File: config.mk
export PLATFORM = sky130hd
export DESIGN_NAME = trap_seq
export DESIGN_NICKNAME = d
export VERILOG_FILES = /design/src/rtl/trap_seq_pkg.sv /design/src/rtl/trap_ctx_regs.sv /design/src/rtl/trap_step_gen.sv /design/src/rtl/trap_seq.sv
export SDC_FILE = /design/constraint.sdc
export NUM_CORES = 1
export LEC_CHECK = 0
export CAP_MARGIN = 10
export CORE_UTILIZATION = 40
export DETAILED_ROUTE_END_ITERATION = 7
export GPL_ROUTABILITY_DRIVEN = 1
export PLACE_DENSITY = 0.68
export SLEW_MARGIN = 20
export SYNTH_ARGS = -nofsm -noshare
export SYNTH_HDL_FRONTEND = slang
export SYNTH_HIERARCHICAL = 1
export SYNTH_SLANG_ARGS = --single-unit
File: constraint.sdc
create_clock -name clk -period 5.7 [get_ports clk]
set_input_delay 1.14 -clock clk [delete_from_list [all_inputs] [get_ports clk]]
set_output_delay 1.14 -clock clk [all_outputs]
set_load 0.05 [all_outputs]
File: src/rtl/trap_seq_pkg.sv
package trap_seq_pkg;
  localparam int XLEN        = 32;
  localparam int FLAG_W      = 6;
  localparam int FL_PRIV     = 0;
  localparam int FL_HWEN     = 1;
  localparam logic [FLAG_W-1:0] FLAGS_RST = 6'b000010;
  localparam int VEC_READS   = 2;
  localparam int FRAME_WORDS = 4;
  localparam int FIRST_ARG   = VEC_READS + FRAME_WORDS;

  typedef enum logic [1:0] {ST_IDLE, ST_ISSUE, ST_WAIT, ST_HALT} seq_st_t;

  typedef struct packed {
    logic [XLEN-1:0]   ip;
    logic [XLEN-1:0]   sp;
    logic [XLEN-1:0]   fp;
    logic [FLAG_W-1:0] flags;
  } core_ctx_t;
endpackage

File: src/rtl/trap_ctx_regs.sv
module trap_ctx_regs
  import trap_seq_pkg::*;
(
  input  logic      clk,
  input  logic      rst,
  input  logic      ld_en,
  input  core_ctx_t ld_val,
  output core_ctx_t q
);
  always_ff @(posedge clk) begin
    if (rst) begin
      q.ip    <= '0;
      q.sp    <= '0;
      q.fp    <= '0;
      q.flags <= FLAGS_RST;
    end else if (ld_en) begin
      q <= ld_val;
    end
  end
endmodule

File: src/rtl/trap_step_gen.sv
module trap_step_gen
  import trap_seq_pkg::*;
#(
  parameter int STEP_W = 6,
  parameter int ARGC_W = 3
) (
  input  logic              exit_mode,
  input  logic [STEP_W-1:0] step,
  input  logic [ARGC_W-1:0] argn,
  input  logic [XLEN-1:0]   vec_addr,
  input  logic [XLEN-1:0]   w_sp,
  input  core_ctx_t         saved,
  input  logic [XLEN-1:0]   arg_data,
  output logic [XLEN-1:0]   addr,
  output logic [XLEN-1:0]   wdata,
  output logic              we,
  output logic              last
);
  // Per-step address, direction and data for both sequences.
  always_comb begin
    addr  = w_sp - 32'd4;
    wdata = arg_data;
    we    = 1'b1;
    if (exit_mode) begin
      addr  = w_sp;
      wdata = '0;
      we    = 1'b0;
      last  = (step == STEP_W'(FRAME_WORDS - 1));
    end else begin
      last = (step == STEP_W'(FIRST_ARG - 1) + STEP_W'(argn));
      case (step)
        STEP_W'(0): begin addr = vec_addr;         we = 1'b0; end
        STEP_W'(1): begin addr = vec_addr + 32'd4; we = 1'b0; end
        STEP_W'(2): wdata = saved.sp;
        STEP_W'(3): wdata = XLEN'(saved.flags);
        STEP_W'(4): wdata = saved.ip;
        STEP_W'(5): wdata = saved.fp;
        default:    wdata = arg_data;
      endcase
    end
  end
endmodule

File: src/rtl/trap_seq.sv
module trap_seq
  import trap_seq_pkg::*;
#(
  parameter int          IDX_W   = 8,
  parameter int          ARGC_W  = 3,
  parameter logic [31:0] VT_BASE = 32'h0,
  parameter int          DF_IDX  = 8
) (
  input  logic              clk,
  input  logic              rst,
  input  logic              exc_req,
  input  logic              irq_req,
  input  logic [IDX_W-1:0]  vec_idx,
  input  logic [ARGC_W-1:0] arg_cnt,
  output logic [ARGC_W-1:0] arg_sel,
  input  logic [XLEN-1:0]   arg_data,
  input  logic              ret_req,
  input  logic              ctx_we,
  input  logic [XLEN-1:0]   ctx_ip_in,
  input  logic [XLEN-1:0]   ctx_sp_in,
  input  logic [XLEN-1:0]   ctx_fp_in,
  input  logic [FLAG_W-1:0] ctx_flags_in,
  output logic [XLEN-1:0]   core_ip,
  output logic [XLEN-1:0]   core_sp,
  output logic [XLEN-1:0]   core_fp,
  output logic [FLAG_W-1:0] core_flags,
  output logic              mem_req,
  output logic              mem_we,
  output logic [XLEN-1:0]   mem_addr,
  output logic [XLEN-1:0]   mem_wdata,
  input  logic              mem_ack,
  input  logic              mem_err,
  input  logic [XLEN-1:0]   mem_rdata,
  output logic              busy,
  output logic              done,
  output logic              halted
);
  localparam int STEP_W = ARGC_W + 3;

  seq_st_t             st;
  logic                exit_mode;
  logic                dbl;
  logic [IDX_W-1:0]    idx_q;
  logic [ARGC_W-1:0]   argn_q;
  logic [STEP_W-1:0]   step_q;
  logic [XLEN-1:0]     w_ip, w_sp, w_fp;
  logic [FLAG_W-1:0]   w_fl;
  core_ctx_t           saved, ctx, ld_val;
  logic                ctx_ld;
  logic [XLEN-1:0]     vec_addr, g_addr, g_wdata;
  logic                g_we, g_last;
  logic                idle, take_ent, take_ret, resp_ok, resp_bad, finish;
  logic [FLAG_W-1:0]   ent_flags;

  assign idle     = (st == ST_IDLE);
  assign take_ent = idle && (exc_req || (irq_req && ctx.flags[FL_HWEN]));
  assign take_ret = idle && !take_ent && ret_req;
  assign resp_ok  = (st == ST_WAIT) && mem_ack && !mem_err;
  assign resp_bad = (st == ST_WAIT) && mem_ack && mem_err;
  assign finish   = resp_ok && g_last;
  assign vec_addr = VT_BASE + (XLEN'(idx_q) << 3);
  assign arg_sel  = ARGC_W'(step_q - STEP_W'(FIRST_ARG));
  assign busy     = (st == ST_ISSUE) || (st == ST_WAIT);

  always_comb begin
    ent_flags          = saved.flags;
    ent_flags[FL_PRIV] = 1'b1;
    ent_flags[FL_HWEN] = 1'b0;
  end

  trap_step_gen #(.STEP_W(STEP_W), .ARGC_W(ARGC_W)) u_step (
    .exit_mode (exit_mode),
    .step      (step_q),
    .argn      (argn_q),
    .vec_addr  (vec_addr),
    .w_sp      (w_sp),
    .saved     (saved),
    .arg_data  (arg_data),
    .addr      (g_addr),
    .wdata     (g_wdata),
    .we        (g_we),
    .last      (g_last)
  );

  // Context load: sequence commit, or a core overwrite while idle.
  always_comb begin
    ctx_ld = finish || (idle && ctx_we && !take_ent && !ret_req);
    ld_val = '{ip: ctx_ip_in, sp: ctx_sp_in, fp: ctx_fp_in, flags: ctx_flags_in};
    if (finish) begin
      if (exit_mode) begin
        ld_val = '{ip: w_ip, sp: mem_rdata, fp: w_fp, flags: w_fl};
      end else begin
        ld_val = '{ip: w_ip, sp: w_sp - 32'd4,
                   fp: (step_q == STEP_W'(FIRST_ARG - 1)) ? w_sp - 32'd4 : w_fp,
                   flags: ent_flags};
      end
    end
  end

  trap_ctx_regs u_ctx (
    .clk    (clk),
    .rst    (rst),
    .ld_en  (ctx_ld),
    .ld_val (ld_val),
    .q      (ctx)
  );

  assign core_ip    = ctx.ip;
  assign core_sp    = ctx.sp;
  assign core_fp    = ctx.fp;
  assign core_flags = ctx.flags;

  always_ff @(posedge clk) begin
    if (rst) begin
      st        <= ST_IDLE;
      exit_mode <= 1'b0;
      dbl       <= 1'b0;
      idx_q     <= '0;
      argn_q    <= '0;
      step_q    <= '0;
      w_ip      <= '0;
      w_sp      <= '0;
      w_fp      <= '0;
      w_fl      <= '0;
      saved     <= '0;
      mem_req   <= 1'b0;
      mem_we    <= 1'b0;
      mem_addr  <= '0;
      mem_wdata <= '0;
      done      <= 1'b0;
      halted    <= 1'b0;
    end else begin
      mem_req <= 1'b0;
      done    <= 1'b0;
      case (st)
        ST_IDLE: begin
          if (take_ent || take_ret) begin
            st        <= ST_ISSUE;
            exit_mode <= take_ret;
            dbl       <= 1'b0;
            idx_q     <= vec_idx;
            argn_q    <= take_ent ? arg_cnt : '0;
            step_q    <= '0;
            saved     <= ctx;
            w_sp      <= ctx.sp;
          end
        end
        ST_ISSUE: begin
          mem_req   <= 1'b1;
          mem_we    <= g_we;
          mem_addr  <= g_addr;
          mem_wdata <= g_wdata;
          st        <= ST_WAIT;
        end
        ST_WAIT: begin
          if (resp_bad) begin
            if (dbl) begin
              st     <= ST_HALT;
              halted <= 1'b1;
            end else begin
              st        <= ST_ISSUE;
              dbl       <= 1'b1;
              exit_mode <= 1'b0;
              idx_q     <= IDX_W'(DF_IDX);
              argn_q    <= '0;
              step_q    <= '0;
            end
          end else if (resp_ok) begin
            if (exit_mode) begin
              w_sp <= w_sp + 32'd4;
              case (step_q)
                STEP_W'(0): w_fp <= mem_rdata;
                STEP_W'(1): w_ip <= mem_rdata;
                STEP_W'(2): w_fl <= mem_rdata[FLAG_W-1:0];
                default: ;
              endcase
            end else begin
              case (step_q)
                STEP_W'(0): w_ip <= mem_rdata;
                STEP_W'(1): w_sp <= mem_rdata;
                STEP_W'(5): begin w_sp <= w_sp - 32'd4; w_fp <= w_sp - 32'd4; end
                default:    w_sp <= w_sp - 32'd4;
              endcase
            end
            if (g_last) begin
              st   <= ST_IDLE;
              done <= 1'b1;
            end else begin
              st     <= ST_ISSUE;
              step_q <= step_q + 1'b1;
            end
          end
        end
        default: st <= ST_HALT;
      endcase
    end
  end
endmodule

# --- After elaboration in Yosys (flattened, before gate mapping) ---
# Index checks and enable logic that the tools add are counted.
totals:
  elab_cells: 136
  output_inout_bits: 174
  register_bits: 395
  inputBits: 185
classes:
  mux: 50
  n_reduce_logical: 34
  eq_ne: 19
  bitwise: 3
  addsub: 6
op_table:
  columns: ["operator", "count"]
  rows:
  - ["$mux W32", 11]
  - ["$pmux W32 S2", 3]
  - ["$pmux W32 S4", 1]
  - ["$mux W102", 1]
  - ["$mux W70", 1]
  - ["$add A32 B3 Y32 const B", 1]
  - ["$sub A32 B3 Y32 const B", 1]
  - ["$mux W6", 5]
  - ["$mux W8", 3]
  - ["$reduce_and A5 Y1", 4]
  - ["$pmux W8 S2", 1]
  - ["$add A11 B3 Y12 const B", 1]
  - ["$eq A6 B2 Y1 const B", 2]
  - ["$eq A6 B3 Y1 const B", 2]
  - ["$mux W3", 4]
  - ["$ne A3 B3 Y1 const B", 4]
  - ["$pmux W6 S2", 1]
  - ["$logic_and A1 B1 Y1", 11]
  - ["$mux W1", 11]
  - ["$mux W2", 4]
  - ["$ne A2 B2 Y1 const B", 4]
  - ["$reduce_and A4 Y1", 2]
  - ["$add A6 B1 Y6 const B", 1]
  - ["$eq A6 B1 Y1 const B", 1]
  - ["other kinds (19)", 32]

# --- Depth between registers and ports, before layout ---
# Gate-level depths: netlist of the first run.
logic_depth:
  word_depth: 9
  mapped_depth: 15
  ltp_nobuf: 11

# --- Cells and area by module ---
# The synthesis of the first run kept the hierarchy.
by_module_without_submodules:
  columns: ["mod", "area_per_inst_um2", "seq_area_each_um2", "instances", "cells_per_inst"]
  rows:
  - ["trap_seq", 14966.9, 5865.6, 1, 2032]
  - ["trap_ctx_regs", 3656.0, 2042.0, 1, 329]
  - ["trap_step_gen", 2773.9, 0.0, 1, 421]

# --- Worst setup path after synthesis of the first run ---
# No wires, ideal clock.
synth_timing:
  kind: "register to register"
  startpoint: "reg step_q[0]"
  endpoint: "reg step_q[5]"
  path_stages_with_launch: 12
  t_required_ns: 5.626
  synth_period_minus_slack_ns: 3.364
  setup_ns: 0.074
  setup_slack_ns: 2.336
  arrival_ns: 3.290
  path_buffers: 3
  path_cell_list: "dfxtp_1 -> clkbuf_1 -> buf_1 -> clkbuf_1 -> o21ai_0 -> a32o_1 -> nor2b_1 -> a211o_1 -> a21oi_1 -> nand4_1 -> or4b_2 -> a31oi_1"
synth_via:
  elab_cells_between_ends: 10
  classes_between: "add/sub (1); eq/ne (3); mux (5); reduce/logical (1)"
synth_rtl:
  columns: ["element", "line_no", "source"]
  rows:
  - ["start, declared", "trap_seq.sv:45", "logic [STEP_W-1:0] step_q;"]
  - ["start signal, assigned", "trap_seq.sv:190", "step_q <= step_q + 1'b1;"]
  - ["$eq A6 B4 Y1 or $eq A6 B2 Y1 (tied branches)", "trap_step_gen.sv:30, trap_step_gen.sv:28", null]
  - ["$mux W1 (*)", "trap_step_gen.sv:24", "if (exit_mode) begin"]
  - ["via g_last", "trap_seq.sv:51", "logic g_we, g_last;"]
  - ["$ne A3 B3 Y1 (no line) (*)", null, null]
  - ["$reduce_and A5 Y1 (no line) (*)", null, null]
# The timed path passes the listed nets; every way through them passes the cells marked *. The select of a mux whose other input is x is not followed.
# A chain may end at the register's enable or synchronous reset.

# --- Worst setup path after layout of the first run ---
layout_timing:
  startpoint: "reg step_q[2]"
  endpoint: "reg u_ctx/q[32] (netlist name)"
layout_via:
  elab_chain_cells: 4
  elab_cells_between_ends: 9
  classes_between: "eq/ne (3); mux (4); reduce/logical (2)"
layout_rtl:
  columns: ["element", "line_no", "source"]
  rows:
  - ["$eq A6 B4 Y1 or $eq A6 B2 Y1 (tied branches)", "trap_step_gen.sv:30, trap_step_gen.sv:28", null]
  - ["$mux W1 (*)", "trap_step_gen.sv:24", null]
  - ["via g_last", "trap_seq.sv:51", null]
  - ["$logic_and A1 B1 Y1 (*)", "trap_seq.sv:60", "assign finish = resp_ok && g_last;"]
  - ["$logic_or A1 B1 Y1 (*)", "trap_seq.sv:87", "ctx_ld = finish || (idle && ctx_we && !take_ent && !ret_req);"]
  - ["via ctx_ld", "trap_seq.sv:49", "logic ctx_ld;"]
  - ["end signal, assigned", "trap_ctx_regs.sv:17", "q <= ld_val;"]
  - ["end, declared", "trap_ctx_regs.sv:8", "output core_ctx_t q"]
# The timed path passes the listed nets; every way through them passes the cells marked *.

==> results of run 1 <==
[critical path, stage by stage, from the launching register on]
cell and delay (ps):
dfxtp_1 420, nor3_1 470, and3b_1 770, a32o_1 370, nand2_4 220, nand2_4 710, buf_4 470, mux2i_1 250
nor2_1 60
[stage by stage]
| stage | power [mW] | std cells | hold slack, ps |
|---|---|---|---|
| 5_1_grt | 11.9 | 3789 | 467 |
| 3_3_place_gp | 8.29 | 3704 | 439 |
| 3_5_place_dp | 8.38 | 3704 | 443 |
| 6_report | 11.4 | 3791 | 451 |
| 4_1_cts | 11.3 | 3783 | 452 |
| 2_1_floorplan | 6.85 | 2857 | 433 |
[worst paths after layout]
kind	from	endpoint	slack, ps	depth (start not counted)
worst min register to register	saved[96]	saved[96]	450	2
worst max register to register	step_q[2]	u_ctx/q[32]	1790	8
worst min-delay path	saved[96]	saved[96]	450	2
worst max-delay path	step_q[2]	u_ctx/q[32]	1790	8
[cell usage in the layout (no fill, tap or decap), types with 28 or more instances in the layout]
cell,synthesis,layout
clkbuf_16,0,45
a211oi_1,31,31
a221oi_1,29,28
xor2_1,35,35
nor3_1,44,44
conb_1,1,76
mux2_2,28,28
and3_1,29,29
buf_4,3,30
mux2i_1,192,192
nand3_1,51,51
a21oi_1,227,226
dfxtp_1,395,393
clkdlybuf4s50_1,0,357
nor2_1,373,372
o21ai_0,147,146
xnor2_1,53,53
nand2_1,544,542
[cells by family (layout without fill, tap and decap cells)]
| kind of cell | after synthesis | after routing | synth area share |
|---|---|---|---|
| xor+xnor | 90 | 90 | 0.0375 |
| buf+inv | 255 | 493 | 0.0526 |
| simple gates | 1190 | 1190 | 0.245 |
| mux | 220 | 220 | 0.105 |
| flops | 395 | 395 | 0.370 |
| fa+ha+maj | 14 | 14 | 0.00819 |
| other cells | 1 | 84 | 0.000175 |
| compound gates | 617 | 617 | 0.183 |
[report_power, final]
group          internal, mW  leakage, nW  switching (mW)
clock network          1.71        0.723            1.24
logic                  1.74         5.78            3.24
registers              3.02         3.20           0.427
total                  6.48         9.70            4.91
[routing by layer]
layer	vias to the layer above	wire, um	GRT usage	part of all wire
li1	10300	-	-	-
met1	10600	35300	0.390	0.43
met2	1025	38500	0.471	0.46
met3	167	5730	0.0360	0.069
met4	2	3250	0.126	0.039
met5	-	15	0	0.00018
[state kept, by name, summed over array words and instances, names as in the netlist]
| name | cells |
|---|---|
| w_fp | 32 |
| done | 1 |
| saved | 98 |
| w_sp | 32 |
| argn_q | 3 |
| w_fl | 6 |
| mem_we | 1 |
| mem_wdata | 32 |
| idx_q | 8 |
| halted | 1 |
| ent_flags | 4 |
| w_ip | 32 |
| exit_mode | 1 |
| mem_addr | 32 |
| u_ctx/q | 102 |
| step_q | 6 |
| st | 2 |
| mem_req | 1 |
| dbl | 1 |
[final cells by class]
type                            count  share of cell area
Timing Repair Buffer              392               0.144
Clock buffer                       63              0.0476
Multi-Input combinational cell   2207               0.472
Antenna cell                        8            0.000742
Clock inverter                     16             0.00751
Sequential cell                   395               0.293
Inverter                           22             0.00306
Tap cell                          688              0.0319
==> summary.txt, run 1 <==
Synth
  – Top FF cell, synth: dfxtp_1
  – Post-synth top area share: 0.370
  – Async SR Flop Fraction: 0
  – Top cells by area, synth: dfxtp_1, nand2_1, mux2i_1
  – Netlist cell types: 89
  – YS warnings: 6
  – Area leader, netlist: dfxtp_1
  – Post-synthesis instance total: 2782
  – Most frequent cells after synthesis: nand2_1, dfxtp_1, nor2_1
  – Mean Syn Cell Area: 7.69 um^2
  – Most frequent cell after synthesis: nand2_1
  – Mapped cell area: 21400 um^2
  – Sequential area share after synthesis: 0.370
  – EDFF count, synth: 0
  – #FFs+latches synth: 395

Clock tree
  – CTS tree: yes
  – Longest Clk Path Bufs: 3
  – Root Driver: clkbuf_16
  – Clk sinks: 395
  – Htree depth: 2
  – Worst skew pair latency: 580 ps
  – Post-CTS Resized: 0
  – Number of setup buffers added after CTS: 0
  – CTS clock-pin slew for the worst setup and hold paths: 60 ps
  – Cts hold-fix bufs: 0
  – TritonCTS buffer count: 45

STA
  – Fmax: 0.256 GHz
  – Slew HR: 0.229
  – Setup TNS: 0 ps
  – Period utilization: 0.686
  – Final min period: 3910 ps
  – Max-slew violations: 0
  – Slew at the pin closest to its max-slew limit: 1160 ps
  – RSZ-0062 raised after global routing: false
  – Final Hold Viols: 0
  – Worst setup margin: 1790 ps
  – Post-Route Skew: 19.3 ps
  – Final setup viols: 0

Power
  – VDD IR max: 258 uV
  – Pleak: 9.70 nW
  – Power per cell area: 422 nW/um^2

Global routing
  – First-pass GRT wire length: 123000 um
  – Initial antenna violation count: 9
  – Largest net degree at the start of global routing: 129
  – GRT Util Overall: 0.292
  – Number of global-route vias before repair: 20400
  – Gr ovfl total: 0

Floorplan
  – Die height: 233 um
  – DIE AREA: 54400 um^2
  – Die width: 233 um
  – Core Box Area: 52700 um^2
  – Starting Density: 0.406
  – Io pins: 359
  – Row Count: 84

Drt
  – Via count: 22100
  – DR vias/cell: 5.82
  – Routed wire per std cell: 21.8 um
  – Remaining antenna violation count: 0
  – Drt pass-1 iters: 6
  – # DRC: 0
  – Initial DRC count: 2408
  – Routed Wire Length: 82800 um

Worst setup path
  – Setup crit end kind: register
  – Data required time of the worst path: 6120 ps
  – Worst Path Class, Setup: reg -> reg
  – Crit path max fanout: 43
  – Critical path arrival: 4330 ps
  – Startpoint types: register

Finish
  – Post-layout nets: 3262
  – Fin util: 0.512
  – Multi-input logic area: 12700 um^2
  – Reg area: 7910 um^2
  – Share of layout cells above drive strength 1: 0.0604
  – Synth-to-layout area growth: 26.1%
  – Cell area after layout: 27000 um^2
  – Fillers: 4926

Outcome
  – Status: complete, no violations

Place
  – Placed cell areas: 25500 um^2
  – Final GP Congestion: 0.914
  – Worst slack, placed: 1630 ps
  – DP Wirelength: 58700 um
  – Port bufs: 358

Run
  – Max-cap viol count: 0

Worst hold path
  – Hold WC Path Type: reg -> reg
No activity file was read; power rests on OpenSTA's default activity.
==> run 2: changes to the inputs <==
Clock period 5.7 ns to 3.9 ns, I/O delays scaled along.
==> run 2 against run 1 <==
  * The run now ends with DRC left
  * Count of clock-buffer cells in the layout shrank 1
  * Wire length increased by 0.11%
  * Critical endpoint is now step_q[5]
  * Utilization up 0.53 points
  * Via count shrank 0.16%
  * Largest cell class unchanged
  * Cell area up 1.0%
  * Global-route usage grew 0.16 points
  * Final cell count up 0.63%
  * Die area is the same
  * First-iteration DRC count fell by 0.58%
==> summary.txt, run 2 (synthesis results as in run 1) <==
Outcome
  – Status: complete, but fails checks
  – Failing checks: DRC

Clock tree
  – Cts hold-fix bufs: 0 (unchanged)
  – CTS tree: yes
  – Longest Clk Path Bufs: 3 (unchanged)
  – Number of setup buffers added after CTS: 0 (unchanged)
  – Htree depth: 2 (unchanged)
  – Root Driver: clkbuf_16
  – CTS clock-pin slew for the worst setup and hold paths: 60 ps (about the same)
  – Worst skew pair latency: 600 ps (+20 ps)
  – TritonCTS buffer count: 44 (-2.2%)
  – Post-CTS Resized: 0 (unchanged)
  – Clk sinks: 395 (unchanged)

Global routing
  – Gr ovfl total: 0 (unchanged)
  – First-pass GRT wire length: 123000 um (about the same)
  – Grt peak-use layer: met2
  – Initial antenna violation count: 4 (-5)
  – Number of global-route vias before repair: 20600 (+0.82%)
  – GRT met3 Usage: 0.0417 (+0.00574)
  – Largest net degree at the start of global routing: 222 (+72%)
  – GRT Util Overall: 0.293 (+0.00159)
  – GRT met2 Usage: 0.476 (+0.00566)
  – M1 GR Usage: 0.386 (-0.00393)

Worst setup path
  – Critical path arrival: 3860 ps (-470 ps)
  – Setup crit end kind: register
  – Crit path max fanout: 13 (-70%)
  – Startpoint types: register
  – Worst Path Class, Setup: reg -> reg
  – Data required time of the worst path: 4400 ps (-1720 ps)

Finish
  – Synth-to-layout area growth: 27.4%
  – Commonest non-fill, non-tap cells in the layout: nand2_1, dfxtp_1, nor2_1
  – Max reg flops: 102 (unchanged)
  – Most flops, register: u_ctx/q
  – Reg area: 7910 um^2 (unchanged)
  – Share of layout cells above drive strength 1: 0.0707 (+0.0103)
  – Post-layout nets: 3289 (+0.83%)
  – Non-Filler Instances: 3815 (+0.63%)
  – Biggest regs: u_ctx/q x102, saved x98
  – Multi-input logic area: 12700 um^2 (about the same)
  – Most common cell after layout, fill and taps aside: nand2_1
  – Fillers: 4965 (+0.79%)

Floorplan
  – Starting Density: 0.406 (unchanged)
  – Die width: 233 um (unchanged)
  – Die height: 233 um (unchanged)
  – DIE AREA: 54400 um^2 (unchanged)
  – Row Count: 84 (unchanged)
  – Io pins: 359 (unchanged)
  – Core Box Area: 52700 um^2 (unchanged)

Drt
  – Drt pass-1 iters: 8 (+2)
  – Initial DRC count: 2394 (-0.58%)
  – Routed wire per std cell: 21.7 um (-0.52%)
  – Routed Wire Length: 82900 um (+0.11%)
  – Via count: 22000 (-0.16%)
  – DR vias/cell: 5.77 (-0.79%)
  – Remaining antenna violation count: 0 (unchanged)
  – # DRC: 15 (+15)

Power
  – Pleak: 9.89 nW (+2.0%)
  – Power per cell area: 620 nW/um^2 (+47%)
  – VDD IR max: 357 uV (+39%)

STA
  – Final min period: 3360 ps (-551 ps)
  – RSZ-0062 raised after global routing: false
  – Period utilization: 0.861 (+0.175)
  – Setup TNS: 0 ps (unchanged)
  – Final Hold Viols: 0 (unchanged)
  – Post-Route Skew: 23.0 ps (+3.75 ps)
  – Final setup viols: 0 (unchanged)
  – Slew at the pin closest to its max-slew limit: 1100 ps (-55.0 ps)
  – Slew HR: 0.265 (+0.0366)
  – Fmax: 0.298 GHz (+16%)
  – Max-slew violations: 0 (unchanged)

Place
  – Final GP Congestion: 0.934 (+2.1%)
  – Placed insts: 3732 (+0.76%)
  – DP Wirelength: 58600 um (about the same)
  – Port bufs: 358 (unchanged)

Worst hold path
  – Hold WC Path Type: in -> reg

Run
  – Max-cap viol count: 0 (unchanged)
[run 2: report_power, final]
| part | switching, mW | internal (mW) |
|---|---|---|
| Combinational | 4.84 | 2.68 |
| Clock | 1.81 | 2.59 |
| Sequential | 0.577 | 4.42 |
[run 2: path summary, 6_finish.rpt]
check / startpoint / endpoint / slack, ps / cells past startpoint
setup reg to reg: step_q[3] / step_q[5] / 540 / 11
hold / removal: rst / u_ctx/q[42] / 390 / 2
setup / recovery: step_q[3] / step_q[5] / 540 / 11
hold reg to reg: saved[13] / saved[13] / 450 / 2
[run 2: area by class of cell]
class                           instances  area share
Sequential cell                       395       0.290
Tap cell                              688      0.0316
Antenna cell                            3    0.000275
Timing Repair Buffer                  420       0.151
Clock inverter                         18     0.00757
Multi-Input combinational cell       2207       0.467
Inverter                               22     0.00303
Clock buffer                           62      0.0488
[run 2: worst max-delay path: stages (launching register included)]
cell     delay, ps
dfxtp_1        650
xor2_1         210
nor2_1          80
nand2_1         90
o21ai_0        100
a32o_1         310
nor2b_1        180
a211o_1        230
a21oi_1        430
nand4_1        200
or4b_2         650
a31oi_1        140
[run 2: stage by stage]
step | power, mW | hold WS, ps | cell area, um^2 | util | worst slack (ps)
after global routing | 17.7 | 375 | 27300 | 0.518 | 366
after CTS | 16.9 | 362 | 27300 | 0.518 | 633
after floorplan | 10.0 | 433 | 21700 | - | 536
final | 16.9 | 385 | 27300 | 0.518 | 543
after global placement | 12.3 | 439 | 25700 | 0.488 | 680
after detailed placement | 12.5 | 445 | 25700 | 0.488 | 593
[run 2: metal layers]
metal,wire length [um],part of all wire
met4,3340,0.040
met2,38900,0.47
met1,34900,0.42
met3,5800,0.070
met5,13,0.00016
